### src/rtl/nrzrx_pkg.sv
// Shared types for the NRZ character receiver.
package nrzrx_pkg;
    typedef enum logic [1:0] {
        ST_HUNT  = 2'd0,
        ST_START = 2'd1,
        ST_DATA  = 2'd2,
        ST_STOP  = 2'd3
    } rx_state_e;
endpackage

### src/rtl/nrz_bit_voter.sv
// Majority voter for one bit cell.
// Counts the ones seen at cell positions WIN_LO..WIN_HI-1. bit_val is the
// decision that includes the current sample; it is meaningful at WIN_HI-1.
// A tie returns prev_bit. Assumes OSR >= 4, so position 0 is outside the window.
module nrz_bit_voter #(
    parameter int OSR = 32
) (
    input  logic                   clk,
    input  logic                   rst_n,
    input  logic                   clr,
    input  logic [$clog2(OSR)-1:0] samp_idx,
    input  logic                   line,
    input  logic                   prev_bit,
    output logic                   bit_val
);
    localparam int IW    = $clog2(OSR);
    localparam int WIN_W = OSR / 2;
    localparam int CW    = $clog2(WIN_W + 1);
    localparam logic [IW-1:0] WIN_LO = IW'(OSR / 4);
    localparam logic [IW-1:0] WIN_HI = IW'(OSR / 4 + WIN_W);
    localparam logic [CW-1:0] HALF   = CW'(WIN_W / 2);
    localparam logic [CW-1:0] FULL   = CW'(WIN_W);

    logic          in_win;
    logic          hit;
    logic [CW-1:0] ones_q;
    logic [CW-1:0] total;

    // Decide whether this sample lies in the vote window, and form the running total.
    always_comb begin
        in_win = (samp_idx >= WIN_LO) && (samp_idx < WIN_HI);
        hit    = in_win & line;
        total  = ones_q + CW'(hit);
        if (total > HALF)      bit_val = 1'b1;
        else if (total < HALF) bit_val = 1'b0;
        else                   bit_val = prev_bit;
    end

    // Accumulate the ones inside the window; restart at each cell boundary.
    always_ff @(posedge clk) begin
        if (!rst_n || clr) ones_q <= '0;
        else if (hit)      ones_q <= ones_q + 1'b1;
    end

    p_win_count_r3: assert property (@(posedge clk) disable iff (!rst_n)
        ones_q <= FULL);
endmodule

### src/rtl/nrz_frame_fsm.sv
// Character framing state machine.
// Hunts for a falling edge, steps through the cells of the start bit, the data
// bits and the stop bit, and returns to hunting right after the stop vote, so
// that the next falling edge sets the timing afresh. The outputs are registered.
module nrz_frame_fsm
    import nrzrx_pkg::*;
#(
    parameter int OSR    = 32,
    parameter int DATA_W = 8
) (
    input  logic                   clk,
    input  logic                   rst_n,
    input  logic                   line,
    input  logic                   bit_val,
    output logic [$clog2(OSR)-1:0] samp_idx,
    output logic                   voter_clr,
    output logic                   last_bit,
    output logic                   byte_valid,
    output logic [DATA_W-1:0]      byte_data,
    output logic                   framing_error
);
    localparam int IW = $clog2(OSR);
    localparam int BW = $clog2(DATA_W);
    localparam logic [IW-1:0] LAST_IDX = IW'(OSR - 1);
    localparam logic [IW-1:0] DEC_IDX  = IW'(OSR / 4 + OSR / 2 - 1);
    localparam logic [BW-1:0] LAST_BIT = BW'(DATA_W - 1);

    rx_state_e         state;
    logic              line_q;
    logic [BW-1:0]     bit_idx;
    logic [DATA_W-1:0] shreg;

    // Clear the vote count while hunting and at the last sample of each cell.
    always_comb voter_clr = (state == ST_HUNT) || (samp_idx == LAST_IDX);

    // Track the edge, the cell position, the bit order and the output strobes.
    always_ff @(posedge clk) begin
        if (!rst_n) begin
            state         <= ST_HUNT;
            line_q        <= 1'b1;
            samp_idx      <= '0;
            bit_idx       <= '0;
            shreg         <= '0;
            last_bit      <= 1'b1;
            byte_valid    <= 1'b0;
            byte_data     <= '0;
            framing_error <= 1'b0;
        end else begin
            line_q        <= line;
            byte_valid    <= 1'b0;
            framing_error <= 1'b0;
            if (state == ST_HUNT) begin
                samp_idx <= '0;
                if (line_q && !line) begin
                    state    <= ST_START;
                    samp_idx <= IW'(1);
                    last_bit <= 1'b1;
                end
            end else begin
                samp_idx <= (samp_idx == LAST_IDX) ? '0 : samp_idx + 1'b1;
                case (state)
                    ST_START: begin
                        if (samp_idx == DEC_IDX) begin
                            if (bit_val) state <= ST_HUNT;
                            else         last_bit <= 1'b0;
                        end else if (samp_idx == LAST_IDX) begin
                            state   <= ST_DATA;
                            bit_idx <= '0;
                        end
                    end
                    ST_DATA: begin
                        if (samp_idx == DEC_IDX) begin
                            shreg    <= {bit_val, shreg[DATA_W-1:1]};
                            last_bit <= bit_val;
                        end else if (samp_idx == LAST_IDX) begin
                            if (bit_idx == LAST_BIT) state <= ST_STOP;
                            else                     bit_idx <= bit_idx + 1'b1;
                        end
                    end
                    ST_STOP: begin
                        if (samp_idx == DEC_IDX) begin
                            state <= ST_HUNT;
                            if (bit_val) begin
                                byte_valid <= 1'b1;
                                byte_data  <= shreg;
                            end else begin
                                framing_error <= 1'b1;
                            end
                        end
                    end
                    default: state <= ST_HUNT;
                endcase
            end
        end
    end

    p_valid_pulse_r2: assert property (@(posedge clk) disable iff (!rst_n)
        byte_valid |=> !byte_valid);
    p_excl_strobes_r6: assert property (@(posedge clk) disable iff (!rst_n)
        !(byte_valid && framing_error));
    p_hunt_after_stop_r7: assert property (@(posedge clk) disable iff (!rst_n)
        (byte_valid || framing_error) |-> (state == ST_HUNT));
    p_glitch_back_r5: assert property (@(posedge clk) disable iff (!rst_n)
        (state == ST_START && samp_idx == DEC_IDX && bit_val) |=> (state == ST_HUNT));
endmodule

### src/rtl/nrz_crc16_check.sv
// CRC-16 frame check.
// Folds each accepted byte into the accumulator LSB first, using the reflected
// polynomial. At frame_end it compares the accumulator, including any byte in
// the same cycle, with the good-frame residue, then restarts it.
module nrz_crc16_check #(
    parameter int          DATA_W  = 8,
    parameter logic [15:0] POLY_R  = 16'h8408,
    parameter logic [15:0] INIT    = 16'hFFFF,
    parameter logic [15:0] RESIDUE = 16'hF0B8
) (
    input  logic              clk,
    input  logic              rst_n,
    input  logic              byte_valid,
    input  logic [DATA_W-1:0] byte_data,
    input  logic              frame_end,
    output logic              crc_ok
);
    logic [15:0] crc_q;
    logic [15:0] crc_nx;

    // Unrolled bit-serial update over one byte.
    always_comb begin
        crc_nx = crc_q;
        if (byte_valid) begin
            for (int i = 0; i < DATA_W; i++) begin
                if (crc_nx[0] ^ byte_data[i]) crc_nx = (crc_nx >> 1) ^ POLY_R;
                else                          crc_nx = crc_nx >> 1;
            end
        end
    end

    // Hold the accumulator and capture the verdict at each end of frame.
    always_ff @(posedge clk) begin
        if (!rst_n) begin
            crc_q  <= INIT;
            crc_ok <= 1'b0;
        end else if (frame_end) begin
            crc_ok <= (crc_nx == RESIDUE);
            crc_q  <= INIT;
        end else begin
            crc_q <= crc_nx;
        end
    end

    p_restart_r9: assert property (@(posedge clk) disable iff (!rst_n)
        frame_end |=> (crc_q == INIT));
    p_ok_hold_r9: assert property (@(posedge clk) disable iff (!rst_n)
        !frame_end |=> $stable(crc_ok));
endmodule

### src/rtl/nrz_char_rx.sv
// Oversampled NRZ character receiver, top level.
// Connects the framing machine, the bit voter and the CRC check. line_in is
// assumed to be already synchronous to clk, which runs at OSR times the bit rate.
module nrz_char_rx #(
    parameter int OSR    = 32,
    parameter int DATA_W = 8
) (
    input  logic              clk,
    input  logic              rst_n,
    input  logic              line_in,
    input  logic              frame_end,
    output logic              byte_valid,
    output logic [DATA_W-1:0] byte_data,
    output logic              framing_error,
    output logic              crc_ok
);
    localparam int IW = $clog2(OSR);

    logic [IW-1:0] samp_idx;
    logic          voter_clr;
    logic          last_bit;
    logic          bit_val;

    nrz_frame_fsm #(.OSR(OSR), .DATA_W(DATA_W)) u_fsm (
        .clk(clk), .rst_n(rst_n), .line(line_in), .bit_val(bit_val),
        .samp_idx(samp_idx), .voter_clr(voter_clr), .last_bit(last_bit),
        .byte_valid(byte_valid), .byte_data(byte_data),
        .framing_error(framing_error)
    );

    nrz_bit_voter #(.OSR(OSR)) u_voter (
        .clk(clk), .rst_n(rst_n), .clr(voter_clr), .samp_idx(samp_idx),
        .line(line_in), .prev_bit(last_bit), .bit_val(bit_val)
    );

    nrz_crc16_check #(.DATA_W(DATA_W)) u_crc (
        .clk(clk), .rst_n(rst_n), .byte_valid(byte_valid),
        .byte_data(byte_data), .frame_end(frame_end), .crc_ok(crc_ok)
    );

    p_reset_quiet_r1: assert property (@(posedge clk)
        !rst_n |=> (!byte_valid && !framing_error && !crc_ok));
endmodule

### config.mk
export PLATFORM = sky130hd
export DESIGN_NAME = nrz_char_rx
export DESIGN_NICKNAME = d
export VERILOG_FILES = /design/src/rtl/nrzrx_pkg.sv /design/src/rtl/nrz_bit_voter.sv /design/src/rtl/nrz_frame_fsm.sv /design/src/rtl/nrz_crc16_check.sv /design/src/rtl/nrz_char_rx.sv
export SDC_FILE = /design/constraint.sdc
export NUM_CORES = 1
export LEC_CHECK = 0
export BUFFER_PORTS_ARGS = -buffer_cell sky130_fd_sc_hd__buf_2
export CAP_MARGIN = 5
export CORE_ASPECT_RATIO = 0.6
export CORE_MARGIN = 2
export CORE_UTILIZATION = 65
export DETAILED_ROUTE_END_ITERATION = 10
export PLACE_DENSITY = 0.84
export SYNTH_ARGS = -nofsm -noshare
export SYNTH_HDL_FRONTEND = slang
export SYNTH_SLANG_ARGS = --single-unit
### constraint.sdc
create_clock -name clk -period 7.9 [get_ports clk]
set_input_delay 0 -clock clk [delete_from_list [all_inputs] [get_ports clk]]
set_output_delay 0 -clock clk [all_outputs]
set_load 0.005 [all_outputs]
======== After elaboration in Yosys (flattened, before gate mapping) ========
Index checks and enable logic that the tools add are counted.
cells by class
  add/subtract/negate cells ............... 4
  $mul .................................... 0
  div/mod/pow operators ................... 0
  $lt $le $gt $ge ......................... 4
  equality and inequality tests ........... 22
  shift-type cells ........................ 0
  multiplexer cells ....................... 45
  bitwise operators ....................... 21
  reductions and logical operators ........ 16
operators by type and width
  kind                                                               number
  two-way mux 16 bit                                                 16
  inverter 2 -> 3 bit                                                8
  two-way mux 2 bit                                                  9
  == test 16 bit, second input constant                              1
  two-way mux 3 bit                                                  5
  != test 3 x 1 -> 1 bit, second input constant                      5
  AND reduction 7 bit                                                2
  adder 5 x 1 -> 5 bit, second input constant                        2
  == test 5 bit, second input constant                               2
  two-way mux 1 bit                                                  10
  two-way mux 5 bit                                                  2
  != test 2 bit, second input constant                               4
  XOR 1 bit                                                          8
  case mux 2 bit (3 select lines)                                    1
  case mux 3 bit (2 select lines)                                    1
  adder 5 x 1 -> 5 bit                                               1
  greater-or-equal comparator 5 x 4 -> 1 bit, second input constant  1
  > comparator 5 x 4 -> 1 bit, second input constant                 1
  < comparator 5 x 4 -> 1 bit, second input constant                 1
  < comparator 5 bit, second input constant                          1
  AND reduction 5 bit                                                1
  == test 2 bit, second input constant                               2
  != test 2 x 1 -> 1 bit, second input constant                      2
  != test 4 x 1 -> 1 bit, second input constant                      1
  19 further kinds                                                   25
word-level totals
  flip-flop bits (word level) ............. 52
  bits in latches ......................... 0
  memory bits (writable) .................. 0
  bits in read-only memories .............. 0
  input port bits ......................... 4
  word-level logic and storage cells ...... 124
  memories ................................ 0

======== Depth between registers and ports, before layout ========
Gate-level depths: netlist of the first run.
  word-level depth ........................ 25
  gate-level depth with buffers ........... 12

======== Hierarchy ========
Synthesis of the first run repeated with hierarchy kept, for this count alone.
unflattened totals
  cell total of the unflattened synthesis .. 301
  area, all modules ....................... 2,770.2 µm²
modules (own cells, without submodules)
  module           times used  cells each  area each (µm²)  sequential area each (µm²)
  nrz_frame_fsm    1           135         1,331.3          600.6
  nrz_crc16_check  1           127         1,117.3          340.3
  nrz_bit_voter    1           39          321.6            100.1

======== Least setup slack after synthesis of the first run ========
No wires, ideal clock.
  path type ............................... flip-flop to flip-flop
  from .................................... reg u_fsm.samp_idx[4]
  to ...................................... reg u_fsm.byte_data[0]
  library setup time ...................... 0.116 ns
  arrival ................................. 2.618 ns
  data required time ...................... 7.784 ns
  slack ................................... 5.166 ns
  cell stages (with the launch flop) ...... 13
  buffers on the path ..................... 2
  period minus slack after synthesis ...... 2.734 ns
  path through ............................ dfxtp_1 > xor2_1 > and2_1 > clkbuf_1 > ha_1 > ha_1 > or3_1 > nor4_1 > a2111oi_2 > and3_1 > buf_6 > mux2i_1 > nor2b_1
on the way
  word-level cells in the longest chain between the ends .. 8
  elaborated cells on any way between the ends .. 11
ends and longest elaborated chain
  what                                                                              line                 RTL
  start, declared                                                                   nrz_frame_fsm.sv:15  output logic [$clog2(OSR)-1:0] samp_idx,
  start signal, assigned                                                            nrz_frame_fsm.sv:60  samp_idx <= (samp_idx == LAST_IDX) ? '0 : samp_idx + 1'b1;
  greater-or-equal comparator 5 x 4 -> 1 bit or < comparator 5 bit (tied branches)  nrz_bit_voter.sv:31  in_win = (samp_idx >= WIN_LO) && (samp_idx < WIN_HI);
  logical AND 1 bit                                                                 nrz_bit_voter.sv:31
  bitwise AND 1 bit                                                                 nrz_bit_voter.sv:32  hit = in_win & line;
  adder 5 x 1 -> 5 bit                                                              nrz_bit_voter.sv:33  total = ones_q + CW'(hit);
  < comparator 5 x 4 -> 1 bit                                                       nrz_bit_voter.sv:35  else if (total < HALF) bit_val = 1'b0;
  two-way mux 1 bit                                                                 nrz_bit_voter.sv:35
  two-way mux 1 bit                                                                 nrz_bit_voter.sv:34  if (total > HALF) bit_val = 1'b1;
  AND reduction 4 bit (no line) *                                                   -
  end signal, assigned                                                              nrz_frame_fsm.sv:85  byte_data <= shreg;
  end, declared                                                                     nrz_frame_fsm.sv:19  output logic [DATA_W-1:0] byte_data,
Every way passes the cells marked *; elsewhere a longest branch is shown, timed or not.
A chain may end at the register's enable or synchronous reset.

======== Worst setup path after layout of the first run ========
  from .................................... reg u_fsm.samp_idx[3]
  to ...................................... reg u_fsm.byte_data[2]
The elaborated chain is that of the path after synthesis.

==> results of run 1 <==
[power by group]
group | switching (mW) | internal, mW | leakage [nW] | total, mW
Clock | 0.0842 | 0.0941 | 0.0552 | 0.178
Sequential | 0.00895 | 0.269 | 0.420 | 0.278
Combinational | 0.0450 | 0.0353 | 0.649 | 0.0802
[area by class of cell]
| type | count | area (um2) | share of cell area, % |
|---|---|---|---|
| repair buffers | 16 | 90.09 | 3.020 |
| inverters | 10 | 37.54 | 1.258 |
| flip-flops and latches | 52 | 1041 | 34.90 |
| clock inverters | 2 | 35.03 | 1.174 |
| multi-input cells | 229 | 1632 | 54.70 |
| well taps | 60 | 75.07 | 2.517 |
| clock buffers | 6 | 72.57 | 2.433 |
[cell usage after synthesis, drive strengths merged, types with 2 or more instances]
cell type	count	area, um2
xnor2	20	190.2
nand2b	4	25.02
nand4	7	43.79
nor2b	9	56.30
a211oi	3	27.52
o22ai	2	12.51
nor3	3	15.01
inv	10	37.54
and3	4	25.02
nor4	2	12.51
o21ai	12	63.81
nand3	11	60.06
ha	15	187.7
xor3	2	47.55
clkbuf	11	41.29
nor2	18	67.56
a21boi	11	82.58
a31oi	2	12.51
buf	4	30.03
mux2i	12	120.1
nand2	49	183.9
nand4b	5	43.79
or4	2	18.77
dfxtp	52	1041
a21oi	2	10.01
xor2	16	147.7
a21o	2	15.01
o21a	2	15.01
[flip-flops by register name (all words and copies together), names as in the netlist]
register / count
u_crc.crc_ok: 1
u_fsm.byte_data: 8
u_fsm.bit_idx: 3
u_fsm.framing_error: 1
u_fsm.shreg: 8
u_crc.crc_q: 16
u_voter.ones_q: 5
u_fsm.samp_idx: 5
u_fsm.state: 2
u_fsm.line_q: 1
u_fsm.last_bit: 1
u_fsm.byte_valid: 1
[per-stage QoR]
step	instances	hold WS, ns	setup slack (ns)	total power [mW]	util [%]
floorplan	306	0.1015	5.166	0.3461	-
global placement	365	0.2403	4.897	0.3591	69.66
detailed placement	365	0.2384	4.682	0.3628	69.66
CTS	375	0.1151	4.668	0.5384	72.77
global route	375	0.1517	4.370	0.5635	72.77
finish	375	0.1152	4.634	0.5368	72.77
[logic make-up (layout without fill, tap and decap cells)]
logic type,Yosys count,in the layout,share of synthesized area [%]
simple gates,120,120,21.50
xor+xnor,39,39,14.67
compound gates,42,42,10.89
buf+inv,25,34,3.914
fa+ha+maj,15,15,6.748
mux,13,13,4.858
flops,52,52,37.43
[per-layer routing]
layer | part of all wire (%) | vias up | GRT usage, %
li1 | - | 1060 | -
met1 | 50 | 1004 | 33.82
met2 | 44 | 50 | 38.97
met3 | 5.0 | 8 | 6.486
met4 | 1.2 | 0 | 6.566
met5 | 0 | - | 0
[layout by cell type, fill, tap and decap left out, types with 3 or more instances in the layout]
master / synthesis / final
nand2b_1: 4 / 4
nor2b_1: 9 / 9
a21boi_0: 11 / 11
nor2_1: 18 / 18
nand3_1: 10 / 10
and3_1: 4 / 4
inv_1: 10 / 10
o21ai_0: 8 / 8
mux2i_1: 12 / 12
o21ai_1: 3 / 3
ha_1: 15 / 15
xor2_1: 15 / 15
dfxtp_1: 52 / 52
nand4b_1: 5 / 5
nand4_1: 7 / 7
buf_2: 0 / 14
xnor2_1: 18 / 18
clkbuf_8: 0 / 5
nand2_1: 49 / 49
nor3_1: 3 / 3
[path summary, 6_finish.rpt]
kind                                        start                  to  slack (ns)  depth (start not counted)
worst min-delay path                        rst_n        u_fsm.line_q        0.12                          2
worst min register to register   u_fsm.bit_idx[2]    u_fsm.bit_idx[2]        0.47                          2
worst max register to register  u_fsm.samp_idx[3]  u_fsm.byte_data[2]        4.63                         10
worst max-delay path            u_fsm.samp_idx[3]  u_fsm.byte_data[2]        4.63                         10
==> results.yml, run 1 <==
critical_path:
  path_buf_inv: 0
  crit_fanout: 8
  crit_path_max_incr_delay_ns: 0.75
  critPathArrivalTime_ns: 3.45
  critPathRequiredTime_ns: 8.09
  cpMaxStageDelayCell: "a2111oi_2"
  crit_type: "flop to flop"
  critPathLaunchType: "flop"
  endpoint_kind: "flop"
  cpMostUsedCell: "ha_1"
  cpLargestDelayFamily: "simple AND/OR/NAND/NOR gates"
  crit_chain: "xor2_1 -> and2_1 -> ha_1 -> ha_1 -> or3_1 -> nor4_1 -> a2111oi_2 -> and3_1 -> mux2i_1 -> nor2b_1"
placed_design:
  port_buffers: 14
  hpwl_um: 3893
  gp_congestion: 0.8178
  dpl_cell_area_um2: 2855
die:
  die_x_um: 88.45
  placementRows: 18
  pin_count: 15
  die_h_um: 54.67
  die_area_um2: 4836
  core_um2: 4099
  start_util_pct: 67.86
finish:
  n_antenna_cell: 0
  fill_cells: 310
  final_nets: 333
  layout-drive-gt1-share_pct: 10.16
  post-route-cell-area_um2: 2983
  syn2layout_area_growth_pct: 7.242
cts:
  cts_hold_buffers: 2
  clk_path_buf_depth: 2
  cts_resized: 0
  cts_tree: "built"
  cts_root_buffer: "clkbuf_8"
  clock-sinks: 52
  cts_max_level: 2
  cts_setup_buffers: 0
  numCtsBuffers: 5
  clk_latency_ns: 0.30
  clkTransAtPathRegs_ns: 0.09
routing:
  drt-wirelength-per-cell_um: 14.41
  ant_nets: 0
  drc_errors: 0
  first_pass_iters: 4
  viasPerCell: 5.659
  wl_um: 5403
  num_vias: 2122
  first_iter_violations: 94
min_path:
  min_path_type: "input pin to flop"
synth:
  yosys_warnings: 0
  synth_area_um2: 2781
  synthArstFlopShare_pct: 0
  synth_flop_cell: "dfxtp_1"
  syn_nets: 325
  syn_area_per_cell_um2: 9.090
  yosysSeqAreaShare_pct: 37.43
  ys_ff_latch: 52
  synth.distinct_cells: 50
  synthCells: 306
  synth_edf_count: 0
grt:
  grt_pass1_wl_um: 9004
  antenna_found_initial: 0
  grt_pass1_vias: 1929
  grt_usage_pct: 24.66
  grt_max_degree: 32
  globalRouteOverflowTotal: 0
sta:
  slew_headroom_pct: 26.00
  period_share_pct: 41.34
  setup_tns_ns: 0
  drv_slew: 0
  max_freq_mhz: 306.2
  final_hold_viol_count: 0
  rsz0062_at_grt: "false"
  layout_min_cycle_time_ns: 3.266
  setup_viol: 0
  tightest_slew_ns: 1.108
  fin_skew_ns: 0.009932
pwr:
  powerDensity_nw_per_um2: 180.0
  p_leak_nw: 1.125
  vdd_drop_max_mv: 0.1198
outcome:
  status: "complete, no violations"
run:
  maxCapViolations: 0
(Power assumes the default switching activity.)
==> run 2: changes to the inputs <==
--- a/config.mk
+++ b/config.mk
@@ -9,9 +9,9 @@
 export CAP_MARGIN = 5
 export CORE_ASPECT_RATIO = 0.6
 export CORE_MARGIN = 2
-export CORE_UTILIZATION = 65
+export CORE_UTILIZATION = 55
 export DETAILED_ROUTE_END_ITERATION = 10
-export PLACE_DENSITY = 0.84
+export PLACE_DENSITY = 0.76
 export SYNTH_ARGS = -nofsm -noshare
 export SYNTH_HDL_FRONTEND = slang
 export SYNTH_SLANG_ARGS = --single-unit
==> constraint.sdc (replaced) <==
create_clock -name clk -period 2.75 [get_ports clk]
set_input_delay 0 -clock clk [delete_from_list [all_inputs] [get_ports clk]]
set_output_delay 0 -clock clk [all_outputs]
set_load 0.005 [all_outputs]
==> run 2 against run 1 <==
- non-clock buffer count increased by 5
- sequential share of layout area decreased by 0.72 points
- final cell count increased by 2.1%
- largest cell class unchanged
- worst setup slack got worse by 4.6 ns
- highest routed layer unchanged
==> results.yml, run 2 (synthesis gave the netlist of run 1 again) <==
critical_path:
  crit_fanout: 6
  crit_chain: "xor2_1 -> and2_4 -> ha_4 -> ha_4 -> or4_4 -> a211oi_4 -> a2111oi_2 -> buf_4 -> o32a_1 -> o211ai_2 -> o21ai_1"
  path_buf_inv: 1
  cpMaxStageDelayCell: "or4_4"
  crit_path_max_incr_delay_ns: 0.49
  critPathArrivalTime_ns: 2.88
  startpoint: "u_fsm.samp_idx[4]"
  crit_type: "flop to flop"
  cpMostUsedCell: "ha_4"
  cpLargestDelayFamily: "compound AO/OA/AOI/OAI gates"
  timing.rr.start: "u_fsm.samp_idx[4]"
  critPathLaunchType: "flop"
  endpoint_kind: "flop"
  critPathRequiredTime_ns: 2.96
routing:
  wl_um: 5484
  num_vias: 2083
  drc_errors: 0
  first_pass_iters: 4
  viasPerCell: 5.439
  ant_nets: 0
  first_iter_violations: 92
  drt-wirelength-per-cell_um: 14.32
placed_design:
  gp_congestion: 0.8068
  port_buffers: 14
  hpwl_um: 3896
finish:
  final_common_cell: "dfxtp_1"
  reg.largest.list: "u_crc.crc_q x16, u_fsm.byte_data x8, u_fsm.shreg x8"
  largest_reg_flops: 16
  top_register: "u_crc.crc_q"
  final_core_util_pct: 64.78
  multi_input_area_um2: 1674
  n_antenna_cell: 0
  layout-drive-gt1-share_pct: 13.44
  final_cell_mix: "dfxtp_1, nand2_1, xnor2_1, nor2_1, xor2_1"
  fill_cells: 414
  syn2layout_area_growth_pct: 9.626
  regArea_um2: 1042
  final_nets: 338
die:
  pin_count: 15
  core_um2: 4707
  placementRows: 19
  start_util_pct: 59.09
  die_h_um: 59.09
  die_area_um2: 5661
  die_x_um: 95.81
pwr:
  finalPower_mw: 1.481
  p_leak_nw: 1.133
  vdd_drop_max_mv: 0.2621
  powerDensity_nw_per_um2: 485.7
sta:
  drv_slew: 0
  slew_headroom_pct: 33.74
  tightest_slew_ns: 0.9926
  period_share_pct: 97.24
  final_hold_viol_count: 0
  setup_viol: 0
  max_freq_mhz: 374.0
  layout_min_cycle_time_ns: 2.674
  fin_skew_ns: 0.007170
grt:
  grt_max_degree: 32
  grt_usage_pct: 21.07
  antenna_found_initial: 0
  grt_pass1_vias: 1908
  grt_pass1_wl_um: 9087
  globalRouteOverflowTotal: 0
min_path:
  hold_path_startpoint: "rst_n"
  min_path_type: "input pin to flop"
cts:
  clock-sinks: 52
  cts_tree: "built"
  clkTransAtPathRegs_ns: 0.10
  cts_max_level: 2
  numCtsBuffers: 5
  clk_latency_ns: 0.31
  clk_path_buf_depth: 2
  cts_root_buffer: "clkbuf_8"
outcome:
  status: "complete, no violations"
run:
  maxCapViolations: 0
## run 2: changes by cell type in the layout (fill, tap and decap cells not counted), sizes merged
cell	change
bufinv	-1
clkinvlp	+1
buf	+5
## run 2: timing repair
action | in CTS | in global routing
hold buffers | 2 | 0
pin swaps | 2 | 2
buffers inserted | 0 | 0
gates resized for setup | 2 | 6
gates cloned | 0 | 0
endpoints found under the setup margin | 4 | 11
endpoints found under the hold margin | 2 | 0
## run 2: final cells by class
| class | count | share of cell area, % |
|---|---|---|
| clock buffers | 6 | 2.380 |
| multi-input cells | 229 | 54.90 |
| clock inverters | 2 | 0.5334 |
| repair buffers | 21 | 4.185 |
| inverters | 10 | 1.231 |
| flip-flops and latches | 52 | 34.18 |
| well taps | 63 | 2.585 |
## run 2: stage by stage
stage	area, um2	instances	TNS [ns]	worst slack, ns	hold slack [ns]
after global routing	3049	383	-0.04918	-0.02642	0.1388
after floorplan	2781	306	0	0.01593	0.1015
after global placement	2897	373	0	0.08130	0.2405
after detailed placement	2897	373	-0.02011	-0.02011	0.2439
final	3049	383	0	0.07600	0.09969
after CTS	3014	383	0	0.01974	0.09484
## run 2: layer usage
| layer | global-route usage [%] | part of all wire, % |
|---|---|---|
| met1 | 31.28 | 52 |
| met2 | 30.67 | 42 |
| met3 | 5.216 | 4.5 |
| met4 | 5.510 | 0.62 |
| met5 | 0 | 0 |
## run 2: worst paths after layout
kind	endpoint	slack, ns	depth (start not counted)
setup / recovery	u_fsm.state[0]	0.08	11
hold / removal	u_fsm.line_q	0.1	2
setup reg to reg	u_fsm.state[0]	0.08	11
hold reg to reg	u_crc.crc_ok	0.47	2
## run 2: where the power goes
part           internal, mW  leakage [nW]  total (mW)  switching (mW)
Clock                 0.182        0.0414       0.441           0.260
Sequential            0.774         0.421       0.800          0.0267
Combinational         0.106         0.671       0.240           0.134
Total                  1.06          1.13        1.48           0.420
==> run 3: changes to the inputs <==
--- a/config.mk
+++ b/config.mk
@@ -9,9 +9,9 @@
 export CAP_MARGIN = 5
 export CORE_ASPECT_RATIO = 0.6
 export CORE_MARGIN = 2
-export CORE_UTILIZATION = 55
+export CORE_UTILIZATION = 61
 export DETAILED_ROUTE_END_ITERATION = 10
-export PLACE_DENSITY = 0.76
+export PLACE_DENSITY = 0.8
 export SYNTH_ARGS = -nofsm -noshare
 export SYNTH_HDL_FRONTEND = slang
 export SYNTH_SLANG_ARGS = --single-unit
==> constraint.sdc (replaced) <==
create_clock -name clk -period 2.5 [get_ports clk]
set_input_delay 0 -clock clk [delete_from_list [all_inputs] [get_ports clk]]
set_output_delay 0 -clock clk [all_outputs]
set_load 0.005 [all_outputs]
==> run 3 against run 2 <==
- worst hold slack worse by 0.0063 ns
- combinational power is 15% higher
- die area is 9.3% lower
- sequential cell count stayed put
- sequential power is 10% higher
- final cell count stayed put
- clock power is 32% higher
- largest power group unchanged
- via count is 2.4% higher
==> results.yml, run 3 (synthesis gave the netlist of run 1 again) <==
outcome:
  status: "complete, no violations"
finish:
  regArea_um2: 1044
  largest_reg_flops: 16
  final_cell_count_no_fill: 383
  n_antenna_cell: 0
  final_common_cell: "dfxtp_1"
  layout-drive-gt1-share_pct: 15.17
  reg.largest.list: "u_crc.crc_q x16, u_fsm.byte_data x8, u_fsm.shreg x8"
  final_cell_mix: "dfxtp_1, nand2_1, xnor2_1, nor2_1, xor2_1"
  final_nets: 341
  syn2layout_area_growth_pct: 12.24
  multi_input_area_um2: 1704
  fill_cells: 346
  top_register: "u_crc.crc_q"
die:
  die_area_um2: 5134
  die_x_um: 91.18
  start_util_pct: 65.69
  placementRows: 18
  die_h_um: 56.31
  pin_count: 15
  core_um2: 4234
routing:
  drt-wirelength-per-cell_um: 14.26
  num_vias: 2133
  drc_errors: 0
  ant_nets: 0
  first_pass_iters: 4
  viasPerCell: 5.569
  first_iter_violations: 123
  wl_um: 5461
critical_path:
  critPathArrivalTime_ns: 2.68
  crit_type: "flop to flop"
  timing.rr.end: "u_fsm.byte_data[3]"
  endpoint_kind: "flop"
  critPathRequiredTime_ns: 2.70
  reg2reg_slack_ns: 0.02
  timing.rr.start: "u_fsm.samp_idx[4]"
  r2r_cells: 10
  crit_fanout: 8
  critPathLaunchType: "flop"
sta:
  period_share_pct: 99.09
  fin_skew_ns: 0.006296
  drv_slew: 0
  setup_viol: 0
  rsz0062_at_grt: "true"
  final_hold_viol_count: 0
  max_freq_mhz: 403.7
  tightest_slew_ns: 0.6007
  layout_min_cycle_time_ns: 2.477
  slew_headroom_pct: 59.90
pwr:
  p_leak_nw: 1.162
  vdd_drop_max_mv: 0.5495
  finalPower_mw: 1.740
  powerDensity_nw_per_um2: 557.4
grt:
  antenna_found_initial: 0
  grt_pass1_wl_um: 9328
  grt_max_degree: 31
  grtUsageMet2_pct: 32.59
  use_met3_pct: 4.832
  grt_usage_pct: 23.03
  use_met1_pct: 34.63
  grt_pass1_vias: 1930
  busiest_layer: "met1"
  globalRouteOverflowTotal: 0
cts:
  clk_latency_ns: 0.31
  cts_tree: "built"
  clk_path_buf_depth: 2
  numCtsBuffers: 5
  clkTransAtPathRegs_ns: 0.10
  cts_max_level: 2
  clock-sinks: 52
  cts_root_buffer: "clkbuf_8"
min_path:
  whs_path_depth: 2
  hold_path_startpoint: "rst_n"
  holdPathEnd: "u_fsm.line_q"
  min_path_type: "input pin to flop"
placed_design:
  hpwl_um: 3993
  placed_cells: 373
  gp_congestion: 0.8312
  port_buffers: 14
run:
  maxCapViolations: 0
-- run 3: through the flow --
stage | util [%] | hold slack (ns) | TNS [ns] | instance area, um2 | setup WS [ns]
floorplan | - | 0.1015 | -0.07939 | 2844 | -0.009605
global placement | 70.39 | 0.2371 | 0 | 2980 | 0.05931
detailed placement | 70.39 | 0.2425 | -0.1390 | 2980 | -0.04737
CTS | 73.55 | 0.09507 | 0 | 3114 | 0.01926
global route | 73.73 | 0.1219 | -0.5290 | 3122 | -0.09384
finish | 73.73 | 0.09342 | 0 | 3122 | 0.02281
-- run 3: repair_timing --
item	CTS	global route
buffers inserted	0	1
gates cloned	0	0
endpoints found under the hold margin	6	0
pin swaps	3	0
hold buffers	2	0
endpoints found under the setup margin	9	11
resized for setup	5	0
-- run 3: worst max path at each step --
stage	startpoint	end	slack, ns	depth (start not counted)
after floorplan	u_fsm.samp_idx[4]	u_fsm.byte_data[0]	-0.01	12
after global placement	u_fsm.samp_idx[4]	u_fsm.byte_data[4]	0.06	11
after detailed placement	u_fsm.samp_idx[3]	u_fsm.byte_data[3]	-0.05	11
after CTS	u_fsm.samp_idx[4]	u_fsm.byte_data[3]	0.02	10
after global routing	u_fsm.samp_idx[4]	u_fsm.byte_data[4]	-0.09	10
final	u_fsm.samp_idx[4]	u_fsm.byte_data[3]	0.02	10
-- run 3: power by group --
part | switching, mW | internal, mW
registers | 0.0305 | 0.851
clock network | 0.286 | 0.297
logic | 0.152 | 0.123
total | 0.469 | 1.27
-- run 3: final cells by class --
class                           count  share of cell area, %
Multi-Input combinational cell    229                  54.59
Sequential cell                    52                  33.43
Timing Repair Buffer               24                  4.810
Tap cell                           60                  2.405
Clock buffer                        5                  2.204
Clock inverter                      3                  1.363
Inverter                           10                  1.202
-- run 3: critical path: stages (launching register included) --
cell       delay, ns
dfxtp_2         0.34
xor2_1          0.15
and2_4          0.14
ha_4            0.16
ha_4            0.26
or4_4           0.12
a211oi_4        0.06
a2111oi_4       0.50
and3_4          0.36
mux2i_1         0.23
nor2b_1         0.06
-- run 3: routing by layer --
metal | up-vias | part of all wire [%] | routed length (um)
met5 | - | 0 | 0
li1 | 1079 | - | -
met2 | 23 | 42 | 2305
met1 | 1024 | 54 | 2926
met3 | 7 | 2.9 | 161
met4 | 0 | 1.2 | 68
